<file path="src/rtl/spg_pkg.sv">
package spg_pkg;

    // access kind: the code doubles as the permission bit position
    typedef enum logic [1:0] {
        ACC_LOAD  = 2'd0,
        ACC_STORE = 2'd1,
        ACC_FETCH = 2'd2,
        ACC_RSVD  = 2'd3
    } acc_kind_e;

    typedef enum logic {
        VIEW_INSTR = 1'b0,
        VIEW_DATA  = 1'b1
    } acc_view_e;

    localparam int REG_IDX_W = 4;

    localparam logic [REG_IDX_W-1:0] IDX_SPLIT_LOCK = 4'd0;
    localparam logic [REG_IDX_W-1:0] IDX_LINE_FIRST = 4'd1;
    localparam logic [REG_IDX_W-1:0] IDX_LINE_LAST  = 4'd5;
    localparam logic [REG_IDX_W-1:0] IDX_PERM_LOCK  = 4'd6;
    localparam logic [REG_IDX_W-1:0] IDX_PERM_INSTR = 4'd7;
    localparam logic [REG_IDX_W-1:0] IDX_PERM_DATA  = 4'd8;

    // boundary slots (slot = register index - 1)
    localparam int NUM_LINES  = 5;
    localparam int SLOT_W     = $clog2(NUM_LINES);
    localparam int SLOT_SHARE = 0;
    localparam int SLOT_ILO   = 1;
    localparam int SLOT_IHI   = 2;
    localparam int SLOT_DLO   = 3;
    localparam int SLOT_DHI   = 4;

    localparam int BOUNDS_PER_VIEW = 3;
    localparam int NUM_AREA  = BOUNDS_PER_VIEW + 1;
    localparam int AREA_W    = $clog2(NUM_AREA);
    localparam int IPERM_W   = 3;
    localparam int DPERM_W   = 2;

    localparam int CAT_W = 2;
    localparam logic [CAT_W-1:0] CAT_BELOW = 2'd0;
    localparam logic [CAT_W-1:0] CAT_HOME  = 2'd2;
    localparam logic [CAT_W-1:0] CAT_ABOVE = 2'd3;

    typedef struct packed {
        logic [AREA_W-1:0] area;
        logic              granted;
    } verdict_t;

    function automatic logic kind_is_data_legal(input acc_kind_e k);
        return (k == ACC_LOAD) || (k == ACC_STORE);
    endfunction

endpackage

</file>
<file path="src/rtl/spg_split_bank.sv">
module spg_split_bank
    import spg_pkg::*;
#(
    parameter int ADDR_W     = 20,
    parameter int LINE_SHIFT = 9,
    parameter int RSV_BYTES  = 16384,
    parameter int SEG_BYTES  = 131072,
    parameter int NUM_SEG    = 3,
    localparam int LINE_W    = ADDR_W - LINE_SHIFT,
    localparam int CATS_W    = CAT_W * NUM_SEG
)(
    input  logic                                 clk,
    input  logic                                 rst,
    input  logic                                 wr_en,
    input  logic [REG_IDX_W-1:0]                 wr_idx,
    input  logic                                 wr_lock_bit,
    input  logic [LINE_W-1:0]                    wr_line,
    output logic                                 lock_o,
    output logic [NUM_LINES-1:0][LINE_W-1:0]     line_o,
    output logic [NUM_LINES-1:0][CATS_W-1:0]     cats_o
);

    localparam logic [31:0] COVER_LO = 32'(RSV_BYTES);
    localparam logic [31:0] COVER_HI = 32'(RSV_BYTES + NUM_SEG * SEG_BYTES);

    function automatic logic [31:0] byte_of(input logic [LINE_W-1:0] ln);
        return 32'(ln) << LINE_SHIFT;
    endfunction

    function automatic logic target_ok(input logic [LINE_W-1:0] ln);
        return (byte_of(ln) >= COVER_LO) && (byte_of(ln) < COVER_HI);
    endfunction

    // per-segment code: containing segment, segments above, segments below
    function automatic logic [CATS_W-1:0] derive_cats(input logic [LINE_W-1:0] ln);
        logic [CATS_W-1:0] c;
        logic [31:0]       pos;
        c   = '0;
        pos = byte_of(ln);
        for (int s = 0; s < NUM_SEG; s++) begin
            if (pos >= 32'(RSV_BYTES + (s + 1) * SEG_BYTES))
                c[CAT_W*s +: CAT_W] = CAT_BELOW;
            else if (pos >= 32'(RSV_BYTES + s * SEG_BYTES))
                c[CAT_W*s +: CAT_W] = CAT_HOME;
            else
                c[CAT_W*s +: CAT_W] = CAT_ABOVE;
        end
        return c;
    endfunction

    logic              lock_q;
    logic              line_accept;
    logic [CATS_W-1:0] new_cats;

    assign line_accept = wr_en && !lock_q && target_ok(wr_line);
    assign new_cats    = derive_cats(wr_line);

    always_ff @(posedge clk) begin
        if (rst)
            lock_q <= 1'b0;
        else if (wr_en && (wr_idx == IDX_SPLIT_LOCK) && wr_lock_bit)
            lock_q <= 1'b1;
    end

    for (genvar g = 0; g < NUM_LINES; g++) begin : g_line
        localparam logic [REG_IDX_W-1:0] MY_IDX = IDX_LINE_FIRST + REG_IDX_W'(g);

        logic [LINE_W-1:0] line_q;
        logic [CATS_W-1:0] cats_q;

        always_ff @(posedge clk) begin
            if (rst) begin
                line_q <= '0;
                cats_q <= '0;
            end else if (line_accept && (wr_idx == MY_IDX)) begin
                line_q <= wr_line;
                cats_q <= new_cats;
            end
        end

        assign line_o[g] = line_q;
        assign cats_o[g] = cats_q;
    end

    assign lock_o = lock_q;

endmodule

</file>
<file path="src/rtl/spg_perm_bank.sv">
module spg_perm_bank
    import spg_pkg::*;
(
    input  logic                              clk,
    input  logic                              rst,
    input  logic                              wr_en,
    input  logic [REG_IDX_W-1:0]              wr_idx,
    input  logic                              wr_lock_bit,
    input  logic [NUM_AREA*IPERM_W-1:0]       wr_iperm,
    input  logic [NUM_AREA*DPERM_W-1:0]       wr_dperm,
    output logic                              lock_o,
    output logic [NUM_AREA-1:0][IPERM_W-1:0]  iperm_o,
    output logic [NUM_AREA-1:0][DPERM_W-1:0]  dperm_o
);

    logic                             lock_q;
    logic [NUM_AREA-1:0][IPERM_W-1:0] iperm_q;
    logic [NUM_AREA-1:0][DPERM_W-1:0] dperm_q;
    logic                             open_wr;

    assign open_wr = wr_en && !lock_q;

    always_ff @(posedge clk) begin
        if (rst)
            lock_q <= 1'b0;
        else if (wr_en && (wr_idx == IDX_PERM_LOCK) && wr_lock_bit)
            lock_q <= 1'b1;
    end

    for (genvar a = 0; a < NUM_AREA; a++) begin : g_area
        always_ff @(posedge clk) begin
            if (rst) begin
                iperm_q[a] <= '0;
                dperm_q[a] <= '0;
            end else if (open_wr) begin
                if (wr_idx == IDX_PERM_INSTR)
                    iperm_q[a] <= wr_iperm[IPERM_W*a +: IPERM_W];
                if (wr_idx == IDX_PERM_DATA)
                    dperm_q[a] <= wr_dperm[DPERM_W*a +: DPERM_W];
            end
        end
    end

    assign lock_o  = lock_q;
    assign iperm_o = iperm_q;
    assign dperm_o = dperm_q;

endmodule

</file>
<file path="src/rtl/spg_area_sel.sv">
module spg_area_sel
    import spg_pkg::*;
#(
    parameter int LINE_W    = 11,
    parameter int NUM_BOUND = BOUNDS_PER_VIEW,
    localparam int IDX_W    = $clog2(NUM_BOUND + 1)
)(
    input  logic [LINE_W-1:0]                 addr_line,
    input  logic [NUM_BOUND-1:0][LINE_W-1:0]  bounds,
    output logic [IDX_W-1:0]                  area
);

    logic [NUM_BOUND-1:0] passed;

    for (genvar b = 0; b < NUM_BOUND; b++) begin : g_cmp
        assign passed[b] = (addr_line >= bounds[b]);
    end

    // counting the passed boundaries keeps the result monotone in the address
    always_comb begin
        area = '0;
        for (int b = 0; b < NUM_BOUND; b++)
            area = area + IDX_W'(passed[b]);
    end

endmodule

</file>
<file path="src/rtl/sram_perm_guard.sv">
module sram_perm_guard
    import spg_pkg::*;
#(
    parameter int ADDR_W     = 20,
    parameter int LINE_SHIFT = 9,
    parameter int RSV_BYTES  = 16384,
    parameter int SEG_BYTES  = 131072,
    parameter int NUM_SEG    = 3,
    parameter int DATA_W     = 32
)(
    input  logic                 clk,
    input  logic                 rst,
    input  logic                 cfg_we,
    input  logic [REG_IDX_W-1:0] cfg_addr,
    input  logic [DATA_W-1:0]    cfg_wdata,
    output logic [DATA_W-1:0]    cfg_rdata,
    input  logic [ADDR_W-1:0]    req_addr,
    input  logic                 req_space,
    input  logic [1:0]           req_kind,
    output logic                 req_allow
);

    localparam int LINE_W  = ADDR_W - LINE_SHIFT;
    localparam int CATS_W  = CAT_W * NUM_SEG;
    localparam int LREG_W  = CATS_W + LINE_W;
    localparam logic [31:0] COVER_LO = 32'(RSV_BYTES);
    localparam logic [31:0] COVER_HI = 32'(RSV_BYTES + NUM_SEG * SEG_BYTES);

    logic                             split_lock;
    logic                             perm_lock;
    logic [NUM_LINES-1:0][LINE_W-1:0] line_val;
    logic [NUM_LINES-1:0][CATS_W-1:0] cat_val;
    logic [NUM_AREA-1:0][IPERM_W-1:0] iperm_val;
    logic [NUM_AREA-1:0][DPERM_W-1:0] dperm_val;
    logic                             wdata_unused;

    assign wdata_unused = ^cfg_wdata[DATA_W-1:LREG_W];

    spg_split_bank #(
        .ADDR_W     (ADDR_W),
        .LINE_SHIFT (LINE_SHIFT),
        .RSV_BYTES  (RSV_BYTES),
        .SEG_BYTES  (SEG_BYTES),
        .NUM_SEG    (NUM_SEG)
    ) u_split (
        .clk         (clk),
        .rst         (rst),
        .wr_en       (cfg_we),
        .wr_idx      (cfg_addr),
        .wr_lock_bit (cfg_wdata[0]),
        .wr_line     (cfg_wdata[CATS_W +: LINE_W]),
        .lock_o      (split_lock),
        .line_o      (line_val),
        .cats_o      (cat_val)
    );

    spg_perm_bank u_perm (
        .clk         (clk),
        .rst         (rst),
        .wr_en       (cfg_we),
        .wr_idx      (cfg_addr),
        .wr_lock_bit (cfg_wdata[0]),
        .wr_iperm    (cfg_wdata[NUM_AREA*IPERM_W-1:0]),
        .wr_dperm    (cfg_wdata[NUM_AREA*DPERM_W-1:0]),
        .lock_o      (perm_lock),
        .iperm_o     (iperm_val),
        .dperm_o     (dperm_val)
    );

    // ---------------- access path ----------------
    logic [LINE_W-1:0]                          req_line;
    logic                                       covered;
    logic [BOUNDS_PER_VIEW-1:0][LINE_W-1:0]     ibounds;
    logic [BOUNDS_PER_VIEW-1:0][LINE_W-1:0]     dbounds;
    logic [AREA_W-1:0]                          i_area;
    logic [AREA_W-1:0]                          d_area;
    verdict_t                                   iv;
    verdict_t                                   dv;
    acc_kind_e                                  kind;

    assign req_line = req_addr[ADDR_W-1:LINE_SHIFT];
    assign covered  = (32'(req_addr) >= COVER_LO) && (32'(req_addr) < COVER_HI);
    assign kind     = acc_kind_e'(req_kind);

    // ascending boundary order per view
    assign ibounds[0] = line_val[SLOT_ILO];
    assign ibounds[1] = line_val[SLOT_IHI];
    assign ibounds[2] = line_val[SLOT_SHARE];
    assign dbounds[0] = line_val[SLOT_SHARE];
    assign dbounds[1] = line_val[SLOT_DLO];
    assign dbounds[2] = line_val[SLOT_DHI];

    spg_area_sel #(.LINE_W(LINE_W), .NUM_BOUND(BOUNDS_PER_VIEW)) u_isel (
        .addr_line (req_line),
        .bounds    (ibounds),
        .area      (i_area)
    );

    spg_area_sel #(.LINE_W(LINE_W), .NUM_BOUND(BOUNDS_PER_VIEW)) u_dsel (
        .addr_line (req_line),
        .bounds    (dbounds),
        .area      (d_area)
    );

    always_comb begin
        iv.area    = i_area;
        iv.granted = (kind == ACC_RSVD) ? 1'b0 : iperm_val[i_area][req_kind];
        dv.area    = d_area;
        dv.granted = kind_is_data_legal(kind) ? dperm_val[d_area][req_kind[0]] : 1'b0;
    end

    always_comb begin
        if (!covered)
            req_allow = 1'b1;
        else if (acc_view_e'(req_space) == VIEW_INSTR)
            req_allow = iv.granted;
        else
            req_allow = dv.granted;
    end

    // ---------------- configuration read ----------------
    logic [SLOT_W-1:0] rd_slot;
    logic              rd_is_line;

    assign rd_slot    = SLOT_W'(cfg_addr - IDX_LINE_FIRST);
    assign rd_is_line = (cfg_addr >= IDX_LINE_FIRST) && (cfg_addr <= IDX_LINE_LAST);

    always_comb begin
        cfg_rdata = '0;
        if (rd_is_line) begin
            cfg_rdata[LREG_W-1:0] = {line_val[rd_slot], cat_val[rd_slot]};
        end else begin
            case (cfg_addr)
                IDX_SPLIT_LOCK: cfg_rdata[0] = split_lock;
                IDX_PERM_LOCK:  cfg_rdata[0] = perm_lock;
                IDX_PERM_INSTR: cfg_rdata[NUM_AREA*IPERM_W-1:0] = iperm_val;
                IDX_PERM_DATA:  cfg_rdata[NUM_AREA*DPERM_W-1:0] = dperm_val;
                default:        cfg_rdata = '0;
            endcase
        end
    end

endmodule

</file>
<file path="config.mk">
export PLATFORM = sky130hd
export DESIGN_NAME = sram_perm_guard
export DESIGN_NICKNAME = d
export VERILOG_FILES = /design/src/rtl/spg_pkg.sv /design/src/rtl/spg_split_bank.sv /design/src/rtl/spg_perm_bank.sv /design/src/rtl/spg_area_sel.sv /design/src/rtl/sram_perm_guard.sv
export SDC_FILE = /design/constraint.sdc
export NUM_CORES = 1
export LEC_CHECK = 0
export CAP_MARGIN = 20
export CORE_MARGIN = 1
export CORE_UTILIZATION = 35
export CTS_CLUSTER_DIAMETER = 120
export CTS_CLUSTER_SIZE = 30
export DETAILED_ROUTE_END_ITERATION = 16
export DONT_BUFFER_PORTS = 1
export MAX_ROUTING_LAYER = met4
export PLACE_DENSITY = 0.52
export SLEW_MARGIN = 15
export SYNTH_ARGS = -nofsm -noshare
export SYNTH_HDL_FRONTEND = slang
export SYNTH_SLANG_ARGS = --single-unit
</file>
<file path="constraint.sdc">
create_clock -name clk -period 4.8 [get_ports clk]
set_input_delay 0.72 -clock clk [delete_from_list [all_inputs] [get_ports clk]]
set_output_delay 0.72 -clock clk [all_outputs]
set_load 0.005 [all_outputs]
</file>
==> reports/results.tsv, run 1 <==
stage	metric	value	unit
finish	final core occ	38.6	%
critical_path	required time of the critical path	4.08	ns
pwr	Clk network pwr share	40.9	%
critical_path	Setup CP Type	primary input to output pin	
cts	postcts setup bufs	0	
finish	Multi-input gate area	3710	µm²
logic_synthesis	post-synthesis cell count	666	
finish	Filler Cell Count	1754	
critical_path	reg-to-reg startpoint	u_split.lock_o$_SDFFE_PP0P_	
critical_path	most frequent CP cell	o21ai_0	
cts	clock latency on the worst-skew pair	0.36	ns
global_route	antenna violations before repair	0	
logic_synthesis	top post-synthesis cells by area	dfxtp_1 (34%), mux2i_1 (14%), ha_1 (12%), nor2_1 (6.2%), mux4_2 (5.3%)	
finish	fin area	6740	µm²
logic_synthesis	synth cell count leaders	dfxtp_1 (107), nor2_1 (105), mux2i_1 (86)	
pwr	leakage	2.67	nW
finish	Storage cell area	2140	µm²
logic_synthesis	sequential cell area fraction in the yosys report	33.7	%
pwr	P per Cell Area	272	nW/µm²
sta	fmax	0.220	GHz
logic_synthesis	mapped cell area	6350	µm²
sta	final setup fails	0	
global_route	total congestion overflow	0	
cts	CTS Root Cell	clkbuf_16	
detailed_routing	drt initial violations	207	
run_status	status	complete, no violations	
sta	final hold viol count	0	
sta	Final period util	94.8	%
pwr	Worst IR Drop VDD	0.218	mV
floorplan	Die Wd	137	µm
detailed_routing	drt via density	5.34	
cts	TritonCTS buffer count	9	
critical_path	crit path DAT	3.83	ns
place	placed instance area	6410	µm²
min_path	worst hold start	rst	
place	Inst Count DP	863	
pwr	Switch Pwr	0.489	mW
logic_synthesis	Yosys reg bits	107	
sta	slew at the pin closest to its max-slew limit	1.11	ns
logic_synthesis	Post-synth ARST share	0	%
critical_path	slowest stage cell on the critical path	fa_1	
cts	post-cts resize count	0	
cts	hold-fix buffers at CTS	0	
min_path	HP Class	primary input to flip-flop	
critical_path	Worst setup EP type	output pin	
critical_path	Cell Chain, Critical Path	inv_1, ha_1, nor2b_1, o21ai_0, a21oi_1, o21ai_0, buf_4, a31oi_1, fa_1, mux4_2, and3_1, nor3_1, o21ai_0	
finish	P&R area growth vs syn	6.11	%
detailed_routing	Via Count	4706	
detailed_routing	WL/cell	19.5	µm
flow_run	Max-Cap Viols	0	
detailed_routing	routed wire length	17.2	mm
pwr	switching share of power	26.7	%
global_route	GRT Total Usage	20.1	%
global_route	largest net degree at the start of global routing	90	
cts	htree depth	3	
critical_path	Crit. Startpoint	req_addr[9]	
critical_path	slowest stage delay, CP	0.66	ns
logic_synthesis	Post-synth top flop	dfxtp_1	
cts	Sink Count	107	
cts	CTS tree	built	
detailed_routing	Post-DRT Antenna Nets	0	
detailed_routing	drt drc	0	
logic_synthesis	cell taking the most area after synthesis	dfxtp_1	
global_route	first-pass GRT wire length	26.9	mm
pwr	Comb power frac	10.1	%
finish	fin cells	881	
critical_path	CP top delay family	compound AO/OA/AOI/OAI gates	
critical_path	startpoint types	primary input	
cts	CTS max path bufs	2	
logic_synthesis	most frequent cell after synthesis	dfxtp_1	
logic_synthesis	Post-synth EDFFs	0	
place	Port Buf Inserts	0	
pwr	Seq pwr share	48.9	%
critical_path	Worst Path Max Fanout	5	
logic_synthesis	Post-Syn Area per Cell	9.53	µm²
cts	clock slew seen by the registers of the worst setup and hold paths	0.08	ns
floorplan	# IOs	95	
sta	Max-slew headroom	25.8	%
finish	Final #Nets	775	
critical_path	Critical path buffers and inverters	2	
logic_synthesis	synth unique cells	48	
sta	Worst Skew	0.00609	ns
global_route	vias in the first global route	4664	
sta	minimum clock period	4.55	ns
floorplan	Die Ht	137	µm
sta	RSZ-0062 raised after global routing	false	
pwr	internal power	1.34	mW
floorplan	row count	48	
finish	share of layout cells above drive strength 1	7.16	%
place	HPWL Detailed	12.6	mm
finish	antenna diode count	0	
sta	hold slack	0.435	ns
place	RePlAce Congestion	0.824	
sta	Fin Setup TNS	0	ns
floorplan	die footprint	18700	µm²
floorplan	core box area	17500	µm²
sta	final slew viol count	0	
detailed_routing	Pre-antenna DRT Iters	5	
logic_synthesis	Synth top area share	33.7	%
floorplan	Initial Util	36.3	%
logic_synthesis	YS warnings	0	
per-layer routing:
layer  up-vias  track usage [%]  part of all wire (%)
met1      2269             25.2                    44
met2       114             32.4                    47
met5         -                -                     0
met3        16             5.04                   7.9
li1       2307                -                     -
met4         0             4.88                   1.4
cell families after synthesis:
family | Yosys count | share of synthesized area [%]
AO/OA/AOI/OAI | 116 | 12.9
XOR/XNOR | 2 | 0.276
adder cells (fa/ha/maj) | 62 | 12.5
buffers and inverters | 105 | 8.67
flip-flops | 107 | 33.7
multiplexers | 103 | 19.4
other | 1 | 0.0591
AND/OR/NAND/NOR | 170 | 12.5
final timing paths:
kind | to | slack [ns] | cells after the start
max | req_allow | 0.25 | 13
min | u_split.g_line[2].line_q[0]$_SDFFE_PP0P_ | 0.44 | 1
max reg2reg | u_split.g_line[2].cats_q[0]$_SDFFE_PP0P_ | 2.23 | 4
min reg2reg | u_split.g_line[2].cats_q[3]$_SDFFE_PP0P_ | 0.45 | 1
state kept, by name, indices dropped and copies added (netlist names):
register               count
u_split.lock_o             1
u_split.g_line.cats_q     30
u_perm.iperm_o            12
u_split.g_line.line_q     55
u_perm.lock_o              1
u_perm.dperm_o             8
stage by stage:
stage / setup WS [ns] / total power [mW]
2_1_floorplan: 0.647 / 1.08
3_3_place_gp: 0.211 / 1.10
3_5_place_dp: 0.218 / 1.10
4_1_cts: 0.196 / 1.86
5_1_grt: 0.0225 / 1.92
6_report: 0.251 / 1.83
cells in the final DEF (no fill, tap or decap), drive strengths merged, types with 3 or more instances in the layout:
| cell type | n |
|---|---|
| dfxtp | 107 |
| nor2 | 105 |
| mux2i | 87 |
| ha | 60 |
| inv | 58 |
| a21o | 30 |
| a21oi | 23 |
| nor3 | 16 |
| mux4 | 15 |
| conb | 15 |
| o21ai | 13 |
| a22oi | 12 |
| buf | 12 |
| a211oi | 10 |
| clkbuf | 9 |
| a221oi | 8 |
| nor2b | 8 |
| and2 | 7 |
| nand2 | 7 |
| o2bb2ai | 6 |
| nand4 | 5 |
| and4 | 5 |
| and3 | 4 |
| and3b | 3 |
| nand2b | 3 |
| o2111a | 3 |
layout make-up:
class / instances / share of cell area (%)
clock buffer: 9 / 3.34
tap: 225 / 4.18
clock inverter: 7 / 1.11
timing repair buffer: 12 / 1.50
sequential: 107 / 31.8
multi-input combinational: 468 / 55.1
inverter: 53 / 2.95
power by group through the flow:
| stage | clock (mW) | sequential (mW) | combinational [mW] |
|---|---|---|---|
| floorplan | 0 | 0.916 | 0.159 |
| global placement | 0 | 0.918 | 0.181 |
| detailed placement | 0 | 0.918 | 0.185 |
| CTS | 0.775 | 0.897 | 0.186 |
| global route | 0.814 | 0.898 | 0.209 |
| finish | 0.750 | 0.897 | 0.186 |
No activity file was read; power rests on OpenSTA's default activity.
==> run 2, diff against run 1 <==
HOLD_SLACK_MARGIN = 0.08   (was unset)
REMOVE_ABC_BUFFERS = 1   (was unset)
==> run 2 against run 1 <==
Against the previous run:
- largest power group unchanged
- sequential power barely moved
- global-route usage down 0.36 points
- worst hold slack improved by 0.00074 ns
- register-to-register slack worse by 0.03 ns
- largest cell class unchanged
- clock skew down 0.00071 ns
- critical path type unchanged
- clock-buffer cell count is 1 higher
- non-clock buffer count decreased by 5
- wire length fell by 1.4%
- die area unchanged
- first-iteration DRC count is 30% higher
- combinational power about the same
- utilization fell by 0.29 points
==> reports/results.tsv, run 2 (synthesis gave the netlist of run 1 again) <==
stage	metric	value	unit	change
run_status	status	complete, no violations		
finish	max reg flops	55		unchanged
pwr	leakage	2.64	nW	-1.2%
pwr	Seq pwr share	49.3	%	+0.4 points
cts	htree depth	3		unchanged
sta	final slew viol count	0		unchanged
cts	CTS tree	built		
finish	antenna diode count	0		unchanged
pwr	Switch Pwr	0.484	mW	-0.99%
sta	Max-slew headroom	25.3	%	-0.44 points
place	RePlAce Congestion	0.872		+5.8%
critical_path	startpoint types	primary input		
floorplan	die footprint	18700	µm²	unchanged
pwr	switching share of power	26.6	%	-0.054 points
cts	CTS Root Cell	clkbuf_16		
place	HPWL Detailed	12.4	mm	-1.8%
critical_path	Worst setup EP type	output pin		
place	Port Buf Inserts	0		unchanged
floorplan	Die Wd	137	µm	unchanged
sta	Fin Setup TNS	0	ns	unchanged
global_route	GRT Total Usage	19.8	%	-0.36 points
pwr	P per Cell Area	272	nW/µm²	about the same
detailed_routing	Via Count	4730		+0.51%
cts	TritonCTS buffer count	9		unchanged
pwr	Clk network pwr share	40.5	%	-0.4 points
critical_path	Setup CP Type	primary input to output pin		
cts	clock latency on the worst-skew pair	0.36	ns	about the same
sta	Worst Skew	0.00538	ns	-0.000708 ns
detailed_routing	WL/cell	19.3	µm	-0.84%
sta	minimum clock period	4.63	ns	+0.0796 ns
detailed_routing	Post-DRT Antenna Nets	0		unchanged
floorplan	Initial Util	36.3	%	unchanged
sta	slew at the pin closest to its max-slew limit	1.12	ns	+0.00661 ns
finish	most frequent cells in the layout	dfxtp_1 (107), nor2_1 (105), mux2i_1 (86)		
finish	P&R area growth vs syn	5.32	%	
global_route	antenna violations before repair	0		unchanged
place	placed instance area	6370	µm²	-0.70%
global_route	total congestion overflow	0		unchanged
sta	final hold viol count	0		unchanged
global_route	largest net degree at the start of global routing	90		unchanged
detailed_routing	drt initial violations	269		+30%
critical_path	crit path DAT	3.91	ns	+0.08 ns
cts	clock slew seen by the registers of the worst setup and hold paths	0.08	ns	about the same
pwr	internal power	1.33	mW	-0.72%
finish	share of layout cells above drive strength 1	6.45	%	-0.71 points
min_path	HP Class	primary input to flip-flop		
floorplan	# IOs	95		unchanged
cts	CTS max path bufs	2		unchanged
detailed_routing	routed wire length	16.9	mm	-1.4%
critical_path	Worst Path Max Fanout	5		unchanged
sta	final setup fails	0		unchanged
floorplan	Die Ht	137	µm	unchanged
finish	fin area	6690	µm²	-0.74%
floorplan	core box area	17500	µm²	unchanged
detailed_routing	Pre-antenna DRT Iters	4		-1
sta	fmax	0.216	GHz	-1.7%
flow_run	Max-Cap Viols	0		unchanged
global_route	vias in the first global route	4727		+1.4%
pwr	Worst IR Drop VDD	0.155	mV	-29%
finish	Largest Register	u_split.g_line.line_q		
global_route	first-pass GRT wire length	26.4	mm	-1.7%
cts	Sink Count	107		unchanged
finish	Final #Nets	770		-0.65%
floorplan	row count	48		unchanged
sta	RSZ-0062 raised after global routing	false		
finish	leading cell type in the layout, fill and taps excluded	dfxtp_1		
pwr	Comb power frac	10.1	%	about the same
cts	hold-fix buffers at CTS	0		unchanged
detailed_routing	drt drc	0		unchanged
sta	Final period util	96.4	%	+1.7 points
detailed_routing	drt via density	5.40		+1.1%
critical_path	required time of the critical path	4.08	ns	about the same
[run 2: changes by cell type in the layout (fill, tap and decap cells not counted)]
cell	previous run	this run
o21ai_1	0	1
a221oi_1	8	7
buf_6	1	2
clkbuf_1	0	1
clkinv_8	1	0
o21ai_0	13	12
buf_8	1	0
clkinv_4	0	1
a221oi_2	0	1
buf_4	10	5
inv_8	3	2
[run 2: power groups by stage]
stage,combinational (mW),sequential [mW],clock [mW]
5_1_grt,0.206,0.898,0.793
3_5_place_dp,0.181,0.918,0
3_3_place_gp,0.176,0.918,0
4_1_cts,0.182,0.897,0.754
6_report,0.184,0.897,0.737
2_1_floorplan,0.130,0.916,0
[run 2: per-layer routing]
layer,track usage (%),vias up,wire [µm]
li1,-,2297,-
met1,24.0,2271,7570
met5,-,-,0
met2,30.8,129,7910
met3,5.22,33,1000
met4,8.33,0,446
[run 2: final cells by class]
| class | count | area, µm² |
|---|---|---|
| clock buffers | 10 | 229 |
| repair buffers | 7 | 60.1 |
| fillers | 1766 | 10800 |
| inverters | 53 | 199 |
| multi-input cells | 468 | 3720 |
| well taps | 225 | 282 |
| clock inverters | 6 | 56.3 |
| flip-flops and latches | 107 | 2140 |
[run 2: repair_timing]
| action | 4_1_cts | 5_1_grt |
|---|---|---|
| gates resized for setup | 0 | 2 |
| buffers inserted | 0 | 1 |
| endpoints found under the setup margin | 0 | 1 |
[run 2: final timing paths]
kind         slack [ns]                                  endpoint                                     start  cells past startpoint
max                0.17                                 req_allow                               req_addr[9]                     12
min                0.44            u_perm.iperm_o[1]$_SDFFE_PP0P_                                       rst                      1
max reg2reg        2.20  u_split.g_line[1].cats_q[2]$_SDFFE_PP0P_               u_split.lock_o$_SDFFE_PP0P_                      4
min reg2reg        0.45  u_split.g_line[1].cats_q[1]$_SDFFE_PP0P_  u_split.g_line[1].cats_q[1]$_SDFFE_PP0P_                      1
[run 2: worst max-delay path, stage by stage]
cell     delay [ns]
inv_1          0.16
ha_1           0.27
nor2b_1        0.12
o21ai_0        0.13
a21oi_1        0.28
o21ai_1        0.14
a31oi_1        0.37
fa_1           0.57
mux4_2         0.47
mux2_2         0.28
a21oi_1        0.17
o21ai_0        0.21
[run 2: through the flow]
| stage | total power, mW | cells | utilization (%) | setup slack (ns) | hold slack, ns |
|---|---|---|---|---|---|
| final | 1.82 | 876 | 38.3 | 0.171 | 0.436 |
| after global routing | 1.90 | 876 | 38.3 | 0.0165 | 0.416 |
| after CTS | 1.83 | 873 | 38.1 | 0.0633 | 0.420 |
| after detailed placement | 1.10 | 857 | 36.4 | 0.0962 | 0.440 |
| after global placement | 1.09 | 857 | 36.4 | 0.121 | 0.435 |
| after floorplan | 1.05 | 628 | - | 0.647 | 0.424 |
==> run 3, diff against run 2 <==
SYNTH_HIERARCHICAL = 1   (was unset)
==> run 3 against run 2 <==
Against the previous run:
- global-route usage up 0.31 points
- cell area up 16%
- sequential share of layout area down 4.5 points
- sequential power about the same
- die area up 16%
- total power up 5.7%
- largest power group unchanged
==> reports/results.tsv, run 3 <==
stage	metric	value	unit	change
critical_path	Cell Chain, Critical Path	inv_1, ha_1, nand2b_4, a2111oi_4, nor4_1, or3_1, fa_1, mux4_2, mux2_2, nand3b_1, nand4_1		
logic_synthesis	Post-Syn Area per Cell	9.73	µm²	+2.1%
place	pre-CTS WS	0.333	ns	+0.237 ns
finish	share of layout cells above drive strength 1	8.64	%	+2.2 points
pwr	Worst IR Drop VDD	0.184	mV	+19%
critical_path	required time of the critical path	4.08	ns	about the same
critical_path	Crit. Startpoint	req_addr[9]		
logic_synthesis	synth unique cells	54		+13%
logic_synthesis	Post-synth ARST share	0	%	unchanged
floorplan	Die Wd	147	µm	+7.6%
logic_synthesis	cell taking the most area after synthesis	dfxtp_1		
pwr	Switch Pwr	0.512	mW	+5.6%
floorplan	row count	52		+8.3%
finish	most frequent cells in the layout	nand2b_1 (122), dfxtp_1 (107), mux2i_1 (105)		
sta	fmax	0.222	GHz	+2.6%
global_route	largest net degree at the start of global routing	140		+56%
critical_path	slowest stage delay, CP	0.66	ns	+0.09 ns
place	RePlAce Congestion	0.910		+4.3%
detailed_routing	routed wire length	20.6	mm	+21%
sta	Final period util	94.0	%	-2.4 points
critical_path	reg-to-reg startpoint	u_split/lock_o$_SDFFE_PP0P_		
sta	final slew viol count	0		unchanged
critical_path	startpoint types	primary input		
critical_path	crit path DAT	3.79	ns	-0.12 ns
critical_path	slowest stage cell on the critical path	fa_1		
place	Inst Count DP	995		+16%
cts	Sink Count	107		unchanged
sta	Max-slew headroom	27.0	%	+1.7 points
critical_path	Worst Path Max Fanout	3		-2
critical_path	reg-to-reg endpoint	u_split/g_line[3].line_q[7]$_SDFFE_PP0P_		
logic_synthesis	synth cell count leaders	nand2b_1 (122), dfxtp_1 (107), mux2i_1 (105)		
detailed_routing	Post-DRT Antenna Nets	0		unchanged
floorplan	Initial Util	36.1	%	-0.27 points
finish	max reg flops	55		unchanged
critical_path	Worst setup EP type	output pin		
cts	CTS Root Cell	clkbuf_16		
cts	CTS max path bufs	2		unchanged
global_route	GRT Total Usage	20.1	%	+0.31 points
detailed_routing	drt via density	5.32		-1.4%
logic_synthesis	top post-synthesis cells by area	dfxtp_1 (29%), mux2i_1 (14%), ha_1 (12%), nand2b_1 (10%), mux4_2 (4.6%)		
pwr	Seq pwr share	46.7	%	-2.6 points
detailed_routing	drt initial violations	306		+14%
critical_path	Setup crit end	req_allow		
run_status	status	complete, no violations		
cts	clock slew seen by the registers of the worst setup and hold paths	0.08	ns	about the same
pwr	switching share of power	26.6	%	about the same
logic_synthesis	Synth top area share	29.1	%	-4.7 points
logic_synthesis	Post-synth EDFFs	0		unchanged
finish	leading cell type in the layout, fill and taps excluded	nand2b_1		
cts	htree depth	3		unchanged
cts	post-cts resize count	0		unchanged
global_route	antenna violations before repair	0		unchanged
detailed_routing	Via Count	5381		+14%
logic_synthesis	mapped cell area	7370	µm²	+16%
finish	Final #Nets	871		+13%
critical_path	Setup CP Type	primary input to output pin		
floorplan	core box area	20400	µm²	+17%
logic_synthesis	post-synthesis cell count	757		+14%
place	Port Buf Inserts	0		unchanged
min_path	HP Class	flip-flop to flip-flop		
finish	Largest Register	u_split/g_line.line_q		
cts	postcts setup bufs	0		unchanged
sta	final worst-path setup slack	0.289	ns	+0.117 ns
pwr	internal power	1.41	mW	+5.7%
pwr	leakage	3.12	nW	+18%
sta	final hold viol count	0		unchanged
pwr	P per Cell Area	247	nW/µm²	-9.2%
detailed_routing	WL/cell	20.3	µm	+5.2%
global_route	total congestion overflow	0		unchanged
logic_synthesis	Post-synth top flop	dfxtp_1		
detailed_routing	Pre-antenna DRT Iters	5		+1
floorplan	# IOs	95		unchanged
finish	final core occ	38.1	%	-0.18 points
critical_path	CP top delay family	adder cells		
detailed_routing	drt drc	0		unchanged
logic_synthesis	sequential cell area fraction in the yosys report	29.1	%	-4.7 points
cts	clock latency on the worst-skew pair	0.36	ns	about the same
pwr	Clk network pwr share	41.5	%	+1.0 points
global_route	first-pass GRT wire length	31.9	mm	+21%
critical_path	Critical path buffers and inverters	1		unchanged
pwr	Comb power frac	11.8	%	+1.7 points
floorplan	die footprint	21600	µm²	+16%
sta	hold slack	0.447	ns	+0.0111 ns
finish	fin cells	1011		+15%
logic_synthesis	Yosys reg bits	107		unchanged
sta	final setup fails	0		unchanged
critical_path	reg2reg setup slack	2.79	ns	+0.59 ns
sta	RSZ-0062 raised after global routing	false		
logic_synthesis	YS warnings	6		+6
cts	hold-fix buffers at CTS	0		unchanged
global_route	vias in the first global route	5567		+18%
flow_run	Max-Cap Viols	0		unchanged
finish	antenna diode count	0		unchanged
finish	P&R area growth vs syn	5.59	%	
sta	slew at the pin closest to its max-slew limit	1.09	ns	-0.0261 ns
cts	TritonCTS buffer count	9		unchanged
sta	Worst Skew	0.00536	ns	-0.0000156 ns
place	HPWL Detailed	14.6	mm	+18%
critical_path	Crit path depth	11		-1
sta	Fin Setup TNS	0	ns	unchanged
floorplan	Die Ht	147	µm	+7.6%
sta	minimum clock period	4.51	ns	-0.117 ns
critical_path	R2R cell count	3		-1
cts	CTS tree	built		
logic_synthesis	most frequent cell after synthesis	nand2b_1		
-- run 3: cell count changes in the layout (fill, tap and decap cells not counted), sizes merged, moves of 7 or more --
cell,delta
mux2i,+18
o21ai,-7
mux2,+7
nand4,+7
a21oi,+17
inv,+18
nand2b,+123
ha,+11
a21o,-25
nor2b,-8
nand3,+12
nor2,-93
or3,+8
-- run 3: power groups by stage --
stage               clock [mW]  combinational [mW]  sequential (mW)
floorplan                    0               0.166            0.917
global placement             0               0.218            0.918
detailed placement           0               0.225            0.919
CTS                      0.828               0.227            0.898
global route             0.853               0.250            0.899
finish                   0.798               0.227            0.898
-- run 3: worst min-delay path by stage --
stage / start / to / slack, ns / cells after the start
3_3_place_gp: u_split/g_line[1].cats_q[5]$_SDFFE_PP0P_ / u_split/g_line[1].cats_q[5]$_SDFFE_PP0P_ / 0.42 / 2
6_report: u_split/g_line[1].cats_q[5]$_SDFFE_PP0P_ / u_split/g_line[1].cats_q[5]$_SDFFE_PP0P_ / 0.45 / 2
4_1_cts: rst / u_split/g_line[0].cats_q[5]$_SDFFE_PP0P_ / 0.43 / 1
5_1_grt: rst / u_split/g_line[4].cats_q[5]$_SDFFE_PP0P_ / 0.44 / 1
2_1_floorplan: u_split/g_line[1].cats_q[5]$_SDFFE_PP0P_ / u_split/g_line[1].cats_q[5]$_SDFFE_PP0P_ / 0.42 / 2
3_5_place_dp: u_split/g_line[1].cats_q[5]$_SDFFE_PP0P_ / u_split/g_line[1].cats_q[5]$_SDFFE_PP0P_ / 0.43 / 2
-- run 3: kinds of logic (layout without fill, tap and decap cells) --
kind of cell / Yosys count / count (layout) / synth area share, %
AOI/OAI and AO/OA: 97 / 97 / 10.3
muxes: 128 / 128 / 20.1
xor gates and xnor gates: 2 / 2 / 0.340
buffers and inverters: 122 / 92 / 8.10
adders and majority gates: 73 / 73 / 12.6
DFF: 107 / 107 / 29.1
other: 1 / 15 / 0.0509
and+or+nand+nor: 227 / 227 / 19.5
-- run 3: worst min-delay path, delay by kind of cell, from the launching register on --
| kind | cells | cell delay [ns] |
|---|---|---|
| AOI/OAI and AO/OA | 1 | 0.05 |
| buffers and inverters | 1 | 0.04 |
| DFF | 1 | 0.31 |
-- run 3: layer usage --
layer / global-route usage, % / share of wire (%) / up-vias
li1: - / - / 2604
met1: 25.1 / 45 / 2603
met2: 31.8 / 47 / 143
met3: 5.28 / 6.3 / 31
met4: 5.41 / 1.8 / 0
met5: - / 0 / -
-- run 3: layout make-up --
| class | count | area [µm²] |
|---|---|---|
| tap | 270 | 338 |
| clock inverter | 7 | 88.8 |
| multi-input combinational | 542 | 4680 |
| fill | 2058 | 12600 |
| timing repair buffer | 5 | 37.5 |
| clock buffer | 9 | 225 |
| inverter | 71 | 267 |
| sequential | 107 | 2140 |
-- run 3: through the flow --
| step | area [µm²] | power [mW] |
|---|---|---|
| CTS | 7780 | 1.95 |
| global placement | 7470 | 1.14 |
| finish | 7780 | 1.92 |
| detailed placement | 7470 | 1.14 |
| floorplan | 7090 | 1.08 |
| global route | 7780 | 2.00 |
